### src/rtl/sdh_irq_pkg.sv
// Shared constants for the SD host interrupt status block.
// Assumes a 16-bit register port and four register addresses.
package sdh_irq_pkg;
    localparam int DW    = 16;
    localparam int AW    = 2;
    localparam int ERR_W = 7;
    localparam int NBUF  = 2;

    // status 1 bit positions
    localparam int S1_CARD = 5;
    localparam int S1_INS  = 4;
    localparam int S1_REM  = 3;
    localparam int S1_DONE = 2;
    localparam int S1_RESP = 0;

    // status 2 bit positions
    localparam int S2_ILLG = 15;
    localparam int S2_BUSY = 14;
    localparam int S2_WRDY = 9;
    localparam int S2_RRDY = 8;
    localparam int S2_DAT0 = 7;

    // bits holding sticky events
    localparam logic [DW-1:0] S1_EVT = 16'h001D;
    localparam logic [DW-1:0] S2_EVT = 16'h837F;

    typedef enum logic [AW-1:0] {
        SEL_STAT1 = 2'd0,
        SEL_STAT2 = 2'd1,
        SEL_MASK1 = 2'd2,
        SEL_MASK2 = 2'd3
    } reg_sel_e;
endpackage

### src/rtl/sdh_edge_det.sv
// Rising-edge detector for W independent levels.
// Assumes levels are synchronous to clk; the previous value is 0 after reset.
module sdh_edge_det #(
    parameter int W = 2
) (
    input  logic         clk,
    input  logic         rst_n,
    input  logic [W-1:0] lvl,
    output logic [W-1:0] rise
);
    logic [W-1:0] prev_q;

    for (genvar g = 0; g < W; g++) begin : g_bit
        // remember last level of bit g
        always_ff @(posedge clk) begin
            if (!rst_n) prev_q[g] <= 1'b0;
            else        prev_q[g] <= lvl[g];
        end
        assign rise[g] = lvl[g] & ~prev_q[g];
    end
endmodule

### src/rtl/sdh_evt_reg.sv
// Sticky event register: set by event pulses, cleared by writing 0.
// Only bits in EVT_MASK hold state; a set in the same cycle as a clear wins.
module sdh_evt_reg #(
    parameter int            W        = 16,
    parameter logic [W-1:0]  EVT_MASK = '1
) (
    input  logic         clk,
    input  logic         rst_n,
    input  logic         wr_sel,
    input  logic [W-1:0] wdata,
    input  logic [W-1:0] set,
    output logic [W-1:0] q
);
    logic [W-1:0] keep;

    // bits kept across this cycle: write-0 clears, write-1 keeps
    always_comb begin
        keep = wr_sel ? wdata : {W{1'b1}};
    end

    // update sticky state, event pulses dominate clears
    always_ff @(posedge clk) begin
        if (!rst_n) q <= '0;
        else        q <= ((q & keep) | set) & EVT_MASK;
    end
endmodule

### src/rtl/sdh_mask_reg.sv
// Plain read/write mask register; all ones after reset (everything masked).
module sdh_mask_reg #(
    parameter int W = 16
) (
    input  logic         clk,
    input  logic         rst_n,
    input  logic         wr_sel,
    input  logic [W-1:0] wdata,
    output logic [W-1:0] q
);
    // load on write, reset to fully masked
    always_ff @(posedge clk) begin
        if (!rst_n)      q <= '1;
        else if (wr_sel) q <= wdata;
    end
endmodule

### src/rtl/sdh_irq_status.sv
// SD host interrupt status top: two status registers, two masks, one irq.
// Assumes event inputs are one-cycle pulses and levels are synchronous.
module sdh_irq_status
    import sdh_irq_pkg::*;
(
    input  logic             clk,
    input  logic             rst_n,
    input  logic             ev_card_in,
    input  logic             ev_card_out,
    input  logic             ev_data_done,
    input  logic             ev_resp_done,
    input  logic [ERR_W-1:0] ev_err,
    input  logic             ev_illegal,
    input  logic             lvl_card,
    input  logic             lvl_cmd_busy,
    input  logic             lvl_dat0,
    input  logic             lvl_rd_full,
    input  logic             lvl_wr_empty,
    input  logic [AW-1:0]    reg_addr,
    input  logic [DW-1:0]    reg_wdata,
    input  logic             reg_we,
    output logic [DW-1:0]    reg_rdata,
    output logic             irq
);
    logic [DW-1:0]   s1_q, s2_q, m1_q, m2_q;
    logic [DW-1:0]   s1_set, s2_set;
    logic [NBUF-1:0] buf_lvl, buf_rise;
    logic            wr_s1, wr_s2, wr_m1, wr_m2;
    reg_sel_e        sel;

    // decode the register select for writes
    always_comb begin
        sel   = reg_sel_e'(reg_addr);
        wr_s1 = reg_we && (sel == SEL_STAT1);
        wr_s2 = reg_we && (sel == SEL_STAT2);
        wr_m1 = reg_we && (sel == SEL_MASK1);
        wr_m2 = reg_we && (sel == SEL_MASK2);
    end

    assign buf_lvl = {lvl_wr_empty, lvl_rd_full};

    sdh_edge_det #(.W(NBUF)) u_edge (
        .clk  (clk),
        .rst_n(rst_n),
        .lvl  (buf_lvl),
        .rise (buf_rise)
    );

    // gather event pulses into their status bit positions
    always_comb begin
        s1_set          = '0;
        s1_set[S1_INS]  = ev_card_in;
        s1_set[S1_REM]  = ev_card_out;
        s1_set[S1_DONE] = ev_data_done;
        s1_set[S1_RESP] = ev_resp_done;
        s2_set              = '0;
        s2_set[ERR_W-1:0]   = ev_err;
        s2_set[S2_ILLG]     = ev_illegal;
        s2_set[S2_RRDY]     = buf_rise[0];
        s2_set[S2_WRDY]     = buf_rise[1];
    end

    sdh_evt_reg #(.W(DW), .EVT_MASK(S1_EVT)) u_stat1 (
        .clk(clk), .rst_n(rst_n), .wr_sel(wr_s1),
        .wdata(reg_wdata), .set(s1_set), .q(s1_q)
    );

    sdh_evt_reg #(.W(DW), .EVT_MASK(S2_EVT)) u_stat2 (
        .clk(clk), .rst_n(rst_n), .wr_sel(wr_s2),
        .wdata(reg_wdata), .set(s2_set), .q(s2_q)
    );

    sdh_mask_reg #(.W(DW)) u_mask1 (
        .clk(clk), .rst_n(rst_n), .wr_sel(wr_m1),
        .wdata(reg_wdata), .q(m1_q)
    );

    sdh_mask_reg #(.W(DW)) u_mask2 (
        .clk(clk), .rst_n(rst_n), .wr_sel(wr_m2),
        .wdata(reg_wdata), .q(m2_q)
    );

    // read mux, overlaying live levels onto the status words
    always_comb begin
        unique case (sel)
            SEL_STAT1: begin
                reg_rdata          = s1_q;
                reg_rdata[S1_CARD] = lvl_card;
            end
            SEL_STAT2: begin
                reg_rdata          = s2_q;
                reg_rdata[S2_BUSY] = lvl_cmd_busy;
                reg_rdata[S2_DAT0] = lvl_dat0;
            end
            SEL_MASK1: reg_rdata = m1_q;
            default:   reg_rdata = m2_q;
        endcase
    end

    // interrupt from unmasked event bits only
    assign irq = |(s1_q & ~m1_q & S1_EVT) | |(s2_q & ~m2_q & S2_EVT);
endmodule

### config.mk
export PLATFORM = sky130hd
export DESIGN_NAME = sdh_irq_status
export DESIGN_NICKNAME = d
export VERILOG_FILES = /design/src/rtl/sdh_irq_pkg.sv /design/src/rtl/sdh_edge_det.sv /design/src/rtl/sdh_evt_reg.sv /design/src/rtl/sdh_mask_reg.sv /design/src/rtl/sdh_irq_status.sv
export SDC_FILE = /design/constraint.sdc
export NUM_CORES = 1
export LEC_CHECK = 0
export BUFFER_PORTS_ARGS = -buffer_cell sky130_fd_sc_hd__buf_2
export CAP_MARGIN = 0
export CORE_UTILIZATION = 58
export CTS_CLUSTER_DIAMETER = 150
export CTS_CLUSTER_SIZE = 20
export DETAILED_ROUTE_END_ITERATION = 12
export GPL_ROUTABILITY_DRIVEN = 0
export PLACE_DENSITY = 0.84
export SKIP_LAST_GASP = 1
export SYNTH_ARGS = -nofsm -noshare
export SYNTH_HDL_FRONTEND = slang
export SYNTH_HIERARCHICAL = 1
export SYNTH_SLANG_ARGS = --single-unit
### constraint.sdc
create_clock -name clk -period 1.75 [get_ports clk]
set_input_delay 0.35 -clock clk [delete_from_list [all_inputs] [get_ports clk]]
set_output_delay 0.35 -clock clk [all_outputs]
set_load 0.1 [all_outputs]
## Yosys cells after proc, flatten, opt, wreduce, memory -nomap -nowiden

Index checks and enable logic that the tools add are counted.

- Register bits after elaboration: 54
- Latch bits: 0
- Bits in writable memories: 0
- ROM bits: 0
- Bits of input ports: 38
- Output and inout bits: 17
- Memories: 0

- $add $sub $neg: 0
- $mul: 0
- Div/mod/pow operators: 0
- Magnitude comparators: 0
- Equal/unequal tests: 3
- Shift-type cells: 0
- Muxes and demuxes: 3
- Bitwise gates (word level): 13
- Reduce and logical (&&, ||, !) cells: 7

Operators with widths:

| cell | count |
|---|---|
| $pmux 16 s3 | 1 |
| $and 16x16->16 | 2 |
| $mux 16 | 1 |
| $not 16->16 | 1 |
| $or 16x16->16 | 1 |
| $and 5x5->5 | 2 |
| $reduce_or 10->1 | 1 |
| $mux 5 | 1 |
| $not 5->5 | 1 |
| $or 5x5->5 | 1 |
| $eq 2x2->1 const B | 2 |
| $logic_and 1x1->1 | 4 |
| $reduce_or 4->1 | 1 |
| $and 1x1->1 | 2 |
| $eq 2x1->1 const B | 1 |
| $logic_not 2->1 | 1 |
| $not 1->1 | 2 |
| $or 1x1->1 | 1 |

## Depth between registers and ports, before layout

Gate-level depths: netlist of the first run.

- Word-level depth: 5
- Mapped depth: 7
- Gate-level depth less buffers: 4

## Hierarchy

The synthesis of the first run kept the hierarchy.

Modules (own cells, without submodules):

| module | instances | cells an instance | area an instance (µm²) | sequential area each (µm²) |
|---|---|---|---|---|
| sdh_mask_reg | 2 | 52 | 580.6 | 320.3 |
| sdh_irq_status | 1 | 49 | 538.0 | 0.0 |
| sdh_evt_reg at u_stat2 | 1 | 47 | 461.7 | 200.2 |
| sdh_evt_reg at u_stat1 | 1 | 29 | 259.0 | 80.1 |
| sdh_edge_det | 1 | 6 | 80.1 | 40.0 |

## Worst setup path before layout of the first run

Ideal clock, no wire load.

- Kind: reg-to-output
- Start point: register u_mask2.q[9]
- End point: output port irq
- Arrival: 1,404 ps
- Path slack: -4 ps
- Cell stages (with the launch flop): 4
- Path buffers: 0
- Path through: dfxtp_1 -> inv_1 -> a221oi_1 -> nand3_1

- Cells in the longest elaborated chain, start to end: 4

RTL lines:

| what | RTL line | text |
|---|---|---|
| from (decl) | sdh_mask_reg.sv:9 | `output logic [W-1:0] q` |
| from (signal assigned) | sdh_mask_reg.sv:14 | `else if (wr_sel) q <= wdata;` |
| $not 16->16 | sdh_irq_status.sv:101 | `assign irq = \|(s1_q & ~m1_q & S1_EVT) \| \|(s2_q & ~m2_q & S2_EVT);` |
| $and 16x16->16 | sdh_irq_status.sv:101 |  |
| $reduce_or 10->1 | sdh_irq_status.sv:101 |  |
| $or 1x1->1 | sdh_irq_status.sv:101 |  |
| to (decl) | sdh_irq_status.sv:23 | `output logic irq` |

Every way passes these cells.

## Worst setup path in the final report of the first run

- Start point: register u_mask2.q[6]
- End point: output port reg_rdata[6]

- Cells in the longest elaborated chain, start to end: 1

RTL lines:

| what | RTL line | text |
|---|---|---|
| $pmux 16 s3 | sdh_irq_status.sv:85 | `unique case (sel)` |
| to (decl) | sdh_irq_status.sv:22 | `output logic [DW-1:0] reg_rdata,` |

Every way passes these cells.

==> results.cfg, run 1 <==
[floorplanning]
start_util = 0.6096
coreArea_mm2 = 0.004058
rows = 23
design.portCount = 55
die_height_um = 67.31
dieArea_mm2 = 0.004530
fp.dieW_um = 67.31

[finish]
syn2layout_area_growth_pct = 26.81
fillerInstances = 266
finish.utilization = 0.7731
num_antenna_cells = 0
seqCellArea_um2 = 967.2
nets = 331
finalNonFillerCells = 343
multi_input_area_mm2 = 0.001315
drive_gt1_frac = 0.4096

[routing]
drc = 0
num_vias = 1856
drt_iter0_drc = 151
viasPerCell = 5.411
antenna_left = 0
wire_per_inst_um = 15.89
dr.pass1.iters = 4
routed_wl_um = 5449

[critical_path]
crit_type = reg -> out
end_kind = primary output
worst-r2r-setup-slack_ns = 0.93
cp_slowest_cell = mux4_2
worstPathMaxFanout = 3
path_cells = mux4_2, buf_12
critical_path_buf_inv_count = 1
slowest_delay_ns = 0.53
start_kind = flip-flop
critPathTopFamily = multiplexers
arrival_ns = 1.38
required_ns = 1.40

[global_routing]
met3_usage = 0.04561
grt_antenna_before_repair = 0
grt_start_max_net_pins = 49
grt_pass1_wl_um = 8204
grtUsageTotal = 0.2510
busiest_layer = met2
groute.layer.met2.usage = 0.4475
use_met1 = 0.2958
grt.overflow.total = 0
grt_pass1_vias = 1823

[timing]
rsz0062_at_grt = true
skew_ns = 0.0005086
period_needed_ns = 1.726
setup_tns_ns = 0
hold_viol_final = 0
timing.final.crit_share = 0.9863
setup_viol = 0
slew_viol_final = 0
fmax_ghz = 0.5794

[clock_tree]
clkSlewWorstSetupHoldPaths_ns = 0.09
cts_buffers = 5
clock_latency_ns = 0.30
ctsHoldBuffers = 0
clockRootBuffer = clkbuf_8
cts_sinks = 48
tritoncts = built
h-tree-depth = 2
ctsLongestPathBuffers = 2

[run]
maxCapViolCount = 0

[placement]
dp.cells = 334
hpwl_um = 3694
portBuffers = 54

[hold_path]
hold_path.class = in -> reg

[power]
powerDensity_mw_per_mm2 = 909.2
vdd_ir_drop_max_mv = 0.6699
leakage_nw = 1.331

[run_status]
status = completed

[synth]
syn_avg_cell_area_um2 = 10.71
syn_area_mm2 = 0.002474
ys_warn_count = 6
syn_inst = 231
[layout by cell type (no fill, tap or decap), types with 2 or more instances in the layout]
| cell type | count |
|---|---|
| and2_1 | 2 |
| buf_2 | 35 |
| o22ai_1 | 4 |
| mux2i_1 | 32 |
| buf_4 | 13 |
| inv_1 | 13 |
| dfxtp_1 | 43 |
| dfxtp_2 | 5 |
| mux4_2 | 16 |
| nor2b_4 | 2 |
| buf_12 | 10 |
| a221oi_2 | 2 |
| conb_1 | 15 |
| buf_6 | 10 |
| o21ai_0 | 14 |
| bufinv_16 | 2 |
| clkbuf_8 | 5 |
| nand2_1 | 33 |
| nor2_1 | 14 |
| nor3b_2 | 14 |
[registers in the layout (all words and copies together), names as in the netlist]
register / flops
u_mask1/q: 16
u_edge/prev_q: 2
u_stat1/q: 4
u_stat2/q: 10
u_mask2/q: 16
[where the power goes]
| group | switching (mW) | total, mW | internal [mW] |
|---|---|---|---|
| sequential | 0.0385 | 1.18 | 1.15 |
| clock | 0.355 | 0.917 | 0.562 |
| combinational | 0.469 | 0.751 | 0.282 |
| total | 0.862 | 2.85 | 1.99 |
[cell type report]
type	instances	share of cell area
sequential	48	0.3083
multi-input combinational	155	0.4192
clock buffer	5	0.02194
clock inverter	2	0.01915
inverter	14	0.01675
timing repair buffer	69	0.1947
tap	50	0.01994
[metal layers]
metal  share of wire  wire length (um)  vias up
li1                -                 -      895
met1            0.40              2185      889
met2            0.53              2864       60
met3           0.050               270       12
met4           0.024               130        0
met5               0                 0        -
[worst paths after layout]
kind,from,to,depth (start not counted)
min reg2reg,u_mask2/q[14],u_mask2/q[14],2
min,lvl_rd_full,u_edge/prev_q[0],2
max reg2reg,u_edge/prev_q[1],u_stat2/q[9],3
max,u_mask2/q[6],reg_rdata[6],2
[repair_timing]
action / in CTS / in global routing
gates resized for setup: 22 / 15
buffers inserted: 0 / 1
setup endpoints to repair: 13 / 7
pin swaps: 0 / 1
cloned: 0 / 1
[worst register-to-register path, stage by stage, from the launching register on]
cell,delay (ns)
dfxtp_1,0.36
nor2b_4,0.06
o21ai_0,0.22
nor2_1,0.07
[stage by stage]
| step | worst slack [ns] | power [mW] | hold slack, ns | area, um^2 |
|---|---|---|---|---|
| 2_1_floorplan | 0.1184 | 1.715 | 0.4354 | 2527 |
| 3_3_place_gp | -0.05707 | 1.884 | 0.4471 | 2863 |
| 3_5_place_dp | -0.07522 | 1.897 | 0.4553 | 2863 |
| 4_1_cts | -0.02600 | 2.834 | 0.2721 | 3062 |
| 5_1_grt | -0.02235 | 2.950 | 0.2773 | 3137 |
| 6_report | 0.02404 | 2.852 | 0.2713 | 3137 |
No activity file was read; power rests on OpenSTA's default activity.
==> run 2, diff against run 1 <==
Settings changed: CORE_UTILIZATION 58 to 40, MAX_ROUTING_LAYER from default to met4, PLACE_DENSITY 0.84 to 0.66.
==> run 2 against run 1 <==
  * Sequential share of layout area is 0.53 points higher
  * Sequential power is essentially flat
  * Setup slack better by 0.0087 ns
  * Count of clock-buffer cells in the layout increased by 1
  * Combinational power shrank 2.9%
  * Design area is 2.1% lower
  * Power shrank 12%
  * Non-clock buffer count is 2 lower
  * Critical path depth up 2
  * Via count fell by 3.9%
  * Largest cell class unchanged
  * Critical path type is now in -> out
==> results.cfg, run 2 (same netlist as run 1, synthesis figures left out) <==
[finish]
syn2layout_area_growth_pct = 24.18
num_antenna_cells = 0
fillerInstances = 556
multi_input_area_mm2 = 0.001304
seqCellArea_um2 = 963.4
nets = 329
final_common_cell = dfxtp_1
final_cell_mix = dfxtp_1, buf_2, nand2_1
finalNonFillerCells = 366
drive_gt1_frac = 0.3814
reg_top3 = u_mask1/q (16), u_mask2/q (16), u_stat2/q (10)
stdcell_area_mm2 = 0.003072
finish.utilization = 0.5158

[routing]
antenna_left = 0
dr.pass1.iters = 4
viasPerCell = 4.874
wire_per_inst_um = 14.17
routed_wl_um = 5187
num_vias = 1784
drt_iter0_drc = 102
drc = 0

[timing]
whs_ns = 0.2749
skew_ns = 0.003236
setup_tns_ns = 0
rsz0062_at_grt = true
setup_viol = 0
fmax_ghz = 0.5823
layout_setup_ws_ns = 0.03272
period_needed_ns = 1.717
slew_viol_final = 0
hold_viol_final = 0
timing.final.crit_share = 0.9813

[clock_tree]
ctsHoldBuffers = 0
clock_latency_ns = 0.30
clockRootBuffer = clkbuf_8
clkSlewWorstSetupHoldPaths_ns = 0.08
tritoncts = built
post-cts-setup-buffers = 0
cts_buffers = 5
h-tree-depth = 2
cts_sinks = 48
ctsLongestPathBuffers = 2

[critical_path]
critPathTopFamily = multiplexers
arrival_ns = 1.37
required_ns = 1.40
path_cells = buf_4, buf_8, mux4_2, buf_12
critical_path_buf_inv_count = 3
cp_slowest_cell = mux4_2
end_kind = primary output
start_kind = primary input
crit_type = in -> out
worstPathMaxFanout = 6
slowest_delay_ns = 0.55

[placement]
placed_area_mm2 = 0.002919
hpwl_um = 3808
dp.cells = 359
pre_cts_ws_ns = -0.06921
portBuffers = 54

[floorplanning]
start_util = 0.4153
fp.dieW_um = 80.64
dieArea_mm2 = 0.006503
die_height_um = 80.64
coreArea_mm2 = 0.005956
rows = 28
design.portCount = 55

[global_routing]
busiest_layer = met2
grt_start_max_net_pins = 49
grtUsageTotal = 0.1812
use_met1 = 0.2093
grt.overflow.total = 0
met3_usage = 0.04432
grt_pass1_wl_um = 8424
groute.layer.met2.usage = 0.3042
grt_antenna_before_repair = 0
grt_pass1_vias = 1759

[power]
vdd_ir_drop_max_mv = 0.3568
powerDensity_mw_per_mm2 = 821.6
p_total_mw = 2.524
leakage_nw = 1.288

[run_status]
status = completed

[run]
maxCapViolCount = 0

[hold_path]
hold_path.class = in -> reg
-- run 2: changes by cell type in the layout (fill, tap and decap cells not counted), moves of 2 or more --
cell / before / now
buf_6: 10 / 2
dfxtp_2: 5 / 2
buf_12: 10 / 12
bufinv_16: 2 / 0
dfxtp_1: 43 / 46
buf_4: 13 / 16
-- run 2: worst paths after layout --
| path | startpoint | endpoint | slack [ns] | cells after the start |
|---|---|---|---|---|
| worst min-delay path | lvl_wr_empty | u_edge/prev_q[1] | 0.27 | 2 |
| worst max register to register | u_edge/prev_q[1] | u_stat2/q[9] | 1.03 | 3 |
| worst min register to register | u_mask1/q[12] | u_mask1/q[12] | 0.47 | 2 |
| worst max-delay path | reg_addr[0] | reg_rdata[1] | 0.03 | 4 |
-- run 2: layout make-up --
class                      instances  area share
sequential                        48      0.3136
clock buffer                       6     0.02363
timing repair buffer              67      0.1890
tap                               75     0.03055
inverter                          14     0.01711
multi-input combinational        155      0.4244
clock inverter                     1    0.001629
-- run 2: per-layer routing --
layer | vias up | part of all wire
met3 | 7 | 0.043
met4 | 0 | 0.016
met5 | - | 0
li1 | 891 | -
met2 | 38 | 0.51
met1 | 848 | 0.43
-- run 2: worst reg2reg max path: stages (launching register included) --
cell	delay, ns
dfxtp_1	0.36
nor2b_4	0.05
nor3b_2	0.15
nor2_1	0.06
-- run 2: timing repair --
action                     in CTS  in global routing
gates cloned                    0                  0
hold endpoints to repair        0                  0
setup endpoints to repair      17                  7
resized for setup              15                  9
pin swaps                       0                  1
-- run 2: power by group --
part	internal [mW]	switching, mW	total, mW
logic	0.270	0.459	0.729
registers	1.15	0.0369	1.18
clock network	0.272	0.340	0.612
